--- config.mk ---
export PLATFORM = sky130hd
export DESIGN_NAME = cs_bit_port
export DESIGN_NICKNAME = d
export VERILOG_FILES = /design/src/rtl/cs_port_pkg.sv /design/src/rtl/cs_mode_index_reg.sv /design/src/rtl/cs_bit_store.sv /design/src/rtl/cs_rate_encode.sv /design/src/rtl/cs_bit_port.sv
export SDC_FILE = /design/constraint.sdc
export NUM_CORES = 1
export LEC_CHECK = 0
export CAP_MARGIN = 20
export CORE_ASPECT_RATIO = 1.75
export CORE_MARGIN = 4
export CORE_UTILIZATION = 45
export CTS_BUF_LIST = sky130_fd_sc_hd__clkbuf_4
export CTS_CLUSTER_DIAMETER = 60
export DETAILED_ROUTE_END_ITERATION = 8
export PLACE_DENSITY = 0.81
export SLEW_MARGIN = 20
export SYNTH_ARGS = -nofsm -noshare
export SYNTH_HDL_FRONTEND = slang
export SYNTH_SLANG_ARGS = --single-unit
--- constraint.sdc ---
create_clock -name clk -period 2.59 [get_ports clk]
set_clock_uncertainty 0.05 [all_clocks]
set_input_delay 0.3885 -clock clk [delete_from_list [all_inputs] [get_ports clk]]
set_output_delay 0.3885 -clock clk [all_outputs]
set_load 0.005 [all_outputs]
--- src/rtl/cs_port_pkg.sv ---
// Package cs_port_pkg
// Shared mode type and status byte bit positions for the channel-status
// bit access port. Assumes an 8-bit host data path.
package cs_port_pkg;

    typedef enum logic {
        MODE_WRITE = 1'b0,
        MODE_READ  = 1'b1
    } cs_mode_e;

    localparam int HOST_DW      = 8;
    localparam int VAL_BIT      = 7;
    localparam int ST_CLK_BIT   = 0;
    localparam int ST_DATA_BIT  = 1;
    localparam int ST_RATE_LO   = 2;
    localparam int ST_PRO_BIT   = 4;
    localparam int ST_MODE_BIT  = 7;

    localparam logic [1:0] RATE_32K     = 2'b00;
    localparam logic [1:0] RATE_44K1    = 2'b01;
    localparam logic [1:0] RATE_48K     = 2'b10;
    localparam logic [1:0] RATE_UNKNOWN = 2'b11;

endpackage

--- src/rtl/cs_mode_index_reg.sv ---
// Module cs_mode_index_reg
// Holds the access mode and the selected bit index. The mode changes only on
// control-register writes. The index is taken from the low IDX_W bits of
// every bit-access write, whatever the mode. Assumes IDX_W < HOST_DW - 1.
module cs_mode_index_reg
    import cs_port_pkg::*;
#(
    parameter int IDX_W = 5
) (
    input  logic               clk,
    input  logic               rst_n,
    input  logic               ctrl_wr,
    input  logic               data_wr,
    input  logic [HOST_DW-1:0] wdata,
    output cs_mode_e           mode,
    output logic [IDX_W-1:0]   idx
);

    // Mode register: bit 0 of a control write picks read or write mode.
    always_ff @(posedge clk) begin
        if (!rst_n) begin
            mode <= MODE_WRITE;
        end else if (ctrl_wr) begin
            mode <= wdata[0] ? MODE_READ : MODE_WRITE;
        end
    end

    // Index register: the masked low field of each bit-access write.
    always_ff @(posedge clk) begin
        if (!rst_n) begin
            idx <= '0;
        end else if (data_wr) begin
            idx <= wdata[IDX_W-1:0];
        end
    end

endmodule

--- src/rtl/cs_bit_store.sv ---
// Module cs_bit_store
// Storage for the transmit channel-status word, one flop per bit, each with
// its own enable from the index decode. Assumes set_en is a single-cycle
// strobe that is only raised in write mode.
module cs_bit_store #(
    parameter int CS_BITS = 32,
    parameter int IDX_W   = 5
) (
    input  logic               clk,
    input  logic               rst_n,
    input  logic               set_en,
    input  logic [IDX_W-1:0]   set_idx,
    input  logic               set_val,
    output logic [CS_BITS-1:0] bits
);

    genvar g;
    generate
        for (g = 0; g < CS_BITS; g++) begin : g_bit
            logic hit;
            // Decode: this bit is the target of the current store.
            always_comb hit = set_en && (set_idx == IDX_W'(g));

            // Bit flop: load the new value on a hit, else hold.
            always_ff @(posedge clk) begin
                if (!rst_n) begin
                    bits[g] <= 1'b0;
                end else if (hit) begin
                    bits[g] <= set_val;
                end
            end
        end
    endgenerate

endmodule

--- src/rtl/cs_rate_encode.sv ---
// Module cs_rate_encode
// Turns the receiver's one-hot rate indication into a 2-bit code. Zero or
// several hot bits give the unknown code. With no clock present the field
// is forced to zero.
module cs_rate_encode
    import cs_port_pkg::*;
(
    input  logic       clk_present,
    input  logic [2:0] rate_hot,
    output logic [1:0] rate_code
);

    logic [1:0] raw_code;

    // Encoder: map exactly-one-hot patterns, everything else is unknown.
    always_comb begin
        case (rate_hot)
            3'b001:  raw_code = RATE_32K;
            3'b010:  raw_code = RATE_44K1;
            3'b100:  raw_code = RATE_48K;
            default: raw_code = RATE_UNKNOWN;
        endcase
    end

    // Gate: no clock means no meaningful rate.
    always_comb rate_code = clk_present ? raw_code : 2'b00;

endmodule

--- src/rtl/cs_bit_port.sv ---
// Module cs_bit_port
// Host access port for the channel-status bits. Address 0 is the
// control/status register and address 1 is the bit-access register. Reads
// are combinational from host_addr. Assumes the host holds host_wr for
// exactly one cycle per write.
module cs_bit_port
    import cs_port_pkg::*;
#(
    parameter int CS_BITS = 32
) (
    input  logic               clk,
    input  logic               rst_n,
    input  logic               host_wr,
    input  logic               host_addr,
    input  logic [7:0]         host_wdata,
    output logic [7:0]         host_rdata,
    input  logic [CS_BITS-1:0] rx_cs_bits,
    input  logic               rx_clk_present,
    input  logic               rx_data_present,
    input  logic [2:0]         rx_rate_hot,
    output logic [CS_BITS-1:0] tx_cs_bits
);

    localparam int IDX_W = $clog2(CS_BITS);
    localparam int PAD_W = HOST_DW - 1 - IDX_W;

    logic             ctrl_wr;
    logic             data_wr;
    cs_mode_e         mode;
    logic [IDX_W-1:0] idx;
    logic [1:0]       rate_code;
    logic             sel_bit;
    logic [7:0]       status_byte;
    logic [7:0]       access_byte;

    // Write decode: split the host strobe by register address.
    always_comb begin
        ctrl_wr = host_wr && !host_addr;
        data_wr = host_wr && host_addr;
    end

    cs_mode_index_reg #(.IDX_W(IDX_W)) u_mode_idx (
        .clk     (clk),
        .rst_n   (rst_n),
        .ctrl_wr (ctrl_wr),
        .data_wr (data_wr),
        .wdata   (host_wdata),
        .mode    (mode),
        .idx     (idx)
    );

    cs_bit_store #(.CS_BITS(CS_BITS), .IDX_W(IDX_W)) u_store (
        .clk     (clk),
        .rst_n   (rst_n),
        .set_en  (data_wr && (mode == MODE_WRITE)),
        .set_idx (host_wdata[IDX_W-1:0]),
        .set_val (host_wdata[VAL_BIT]),
        .bits    (tx_cs_bits)
    );

    cs_rate_encode u_rate (
        .clk_present (rx_clk_present),
        .rate_hot    (rx_rate_hot),
        .rate_code   (rate_code)
    );

    // Bit select: received word in read mode, stored word in write mode.
    always_comb sel_bit = (mode == MODE_READ) ? rx_cs_bits[idx] : tx_cs_bits[idx];

    // Status byte assembly from receiver flags, rate code and mode.
    always_comb begin
        status_byte                     = '0;
        status_byte[ST_CLK_BIT]         = rx_clk_present;
        status_byte[ST_DATA_BIT]        = rx_data_present;
        status_byte[ST_RATE_LO +: 2]    = rate_code;
        status_byte[ST_PRO_BIT]         = rx_data_present && rx_cs_bits[0];
        status_byte[ST_MODE_BIT]        = (mode == MODE_READ);
    end

    // Bit-access byte: value on top, zero padding, index at the bottom.
    always_comb access_byte = {sel_bit, {PAD_W{1'b0}}, idx};

    // Read mux by address.
    always_comb host_rdata = host_addr ? access_byte : status_byte;

endmodule

==> metrics.txt <==
GRT Total Usage 21.5%; RD Place Congestion 0.797; CTS root buf clkbuf_4; Yosys cell types 33; Synth area leader dfxtp_1; CP cell instances buf_12 -> mux4_2 -> mux2_4 -> o311ai_4 -> o22ai_1 -> buf_2; DRT Pass-1 Iters 4; site row count 35; FF-to-FF path depth 5; hold_ws 0.460 ns; share of the synthesized area in the top cell type between 30% and 40%; Min-Delay Path Class reg2reg; number of buffers added on ports 84; final instance area roughly 3400 um^2; Worst R2R End u_store.bits[3]; synthesized area between 2000 and 2500 um^2; reg-to-reg startpoint u_mode_idx.mode; CP Capture Type output pin; Seq/Total Area, Yosys 31.7%; worst hold path stage count 2; hold path startpoint u_store.bits[22]; Syn Inst Count 257; grt total ovfl 0; Peak Freq 389 MHz; critical path's largest stage delay 0.49 ns; Core Region 5210 um^2; most used flip-flop cell after synthesis dfxtp_1; Placement Cell Area 3340 um^2; Peak VDD IR 379 uV; CTS Buffer Depth 2; DP HPWL 5190 um; via/cell ratio ~5.6; Post-Route WL 6940 um; TritonCTS clock tree built; die width 63.2 um; share of cells above drive strength 1 16.1%; Final #Nets 395; TritonCTS buffer count 5; Mean Syn Cell Area ~9.4 um^2; area of the multi-input gates 1510 um^2; Area Overhead vs Synth 42.7%; Ports 89; ANT nets after route 0; Critical Path AT 2.13 ns; leak pwr ~1.2 nW; vias 2235; Worst Hold End u_store.bits[22]; Final setup viols 0; max-slew violation count 0; initial antenna violation count 0; RSZ-0062 raised after global routing yes; setup TNS 0 ns; # fillers 446; Die Area 6620 um^2; drt wl/cell between 15 and 20 um; dominant cells by area after synthesis dfxtp_1 32%, mux2i_1 12%, mux4_2 9.4%; worst skew pair latency 0.34 ns; CP startpoint kind flop; FF+latch area 764 um^2; htree depth 2; Slowest cell on crit path mux4_2; WP data required 2.15 ns; period utilisation layout 99.2%; Initial Util ~46%; status completed; ys async rst share 0%; Inserted Diodes 0; placed cells 390; critical-path maximum fanout 8; Pwr Total 1.17 mW; yosys warns 0; global-route wire length before repair about 11000 um; cts hold-fix bufs 0; DRT iter0 DRCs 69; fin crit period ~2.6 ns; final hold vios 0; number of global-route vias before repair ~2300; setup slack, reg-to-reg 0.97 ns; largest net degree at the start of global routing 39; Die H 105 um; MaxCap Viol Count 0; Post-synth EDFFs 0; CTS sink count 38; CP Class reg2out; flops & latches, synth 38; CTS clk-pin slew, worst paths 0.11 ns; Pwr Density around 340 nW/um^2; Remaining DRCs 0; Non-Filler Instances 402
[logic make-up after synthesis]
family          count (synthesis)  share of synthesized area (%)
simple gates                  108                           22.9
mux                            49                           29.4
flops                          38                           31.7
compound gates                 34                           9.32
buf+inv                        25                           5.83
xor+xnor                        2                          0.729
other cells                     1                          0.156
[cells in the mapped netlist (all sizes together) (2+ instances only)]
cell type  instances
nor3               5
buf               12
nor2b             28
nand2             35
and4b              2
nand3b             3
xnor2              2
nand3             12
mux4              15
mux2i             29
o21ai             14
clkbuf            13
mux2               5
dfxtp             38
nand2b             4
nor2              14
a21boi            15
[critical path: cells and delay by family, from the launching register on]
kind | cells | cell delay (ns)
buffers and inverters | 2 | 0.27
flip-flops | 1 | 0.37
AO/OA/AOI/OAI | 2 | 0.35
multiplexers | 2 | 0.79
[what timing repair did]
action                     CTS  global route
setup buffers                2             2
gates resized for setup     14             3
pin swaps                    2             2
setup endpoints to repair    1             1
cloned                       0             0
[sequential cells by signal (all words and copies together) (netlist names)]
register	cells
u_store.bits	32
u_mode_idx.idx	5
u_mode_idx.mode	1
[how the worst max path moves through the flow]
stage | from | end | depth (start not counted)
6_report | u_mode_idx.idx[0] | host_rdata[7] | 6
2_1_floorplan | u_mode_idx.idx[1] | host_rdata[7] | 7
3_5_place_dp | rx_cs_bits[22] | host_rdata[7] | 6
4_1_cts | u_mode_idx.idx[0] | host_rdata[7] | 6
3_3_place_gp | rx_cs_bits[17] | host_rdata[7] | 6
5_1_grt | u_mode_idx.idx[1] | host_rdata[7] | 7
[cell usage in the layout, fill, tap and decap left out, drive strengths merged, types with 3 or more instances in the layout]
cell type,count
a21boi,15
buf,23
clkbuf,5
clkdlybuf4s50,83
dfxtp,38
mux2,5
mux2i,29
mux4,15
nand2,35
nand2b,4
nand3,12
nand3b,3
nor2,14
nor2b,28
nor3,5
o21ai,14
[power breakdown]
group	internal (mW)	switching, mW
clock network	0.101	0.210
registers	0.591	0.0106
logic	0.155	0.0979
total	0.847	0.318
[metal layers]
layer  wire length, um  up-vias  track usage [%]
li1                  -     1075                -
met1              2670     1074             23.6
met2              3820       77             40.1
met3               336        9             4.52
met4               114        0             6.96
met5                 0        -                0
[final cells by class]
| type | count | share of cell area (%) |
|---|---|---|
| Clock inverter | 3 | 0.474 |
| Multi-Input combinational cell | 195 | 44.0 |
| Clock buffer | 5 | 1.09 |
| Sequential cell | 38 | 22.3 |
| Tap cell | 55 | 2.01 |
| Timing Repair Buffer | 106 | 30.1 |
[per-stage QoR]
| stage | util [%] | setup WS, ns |
|---|---|---|
| after detailed placement | 64.0 | -0.254 |
| after floorplan | - | 0.561 |
| final | 65.8 | 0.0197 |
| after global placement | 64.0 | -0.223 |
| after CTS | 65.2 | -0.00174 |
| after global routing | 65.8 | -0.0781 |
No activity file was read; power rests on OpenSTA's default activity.
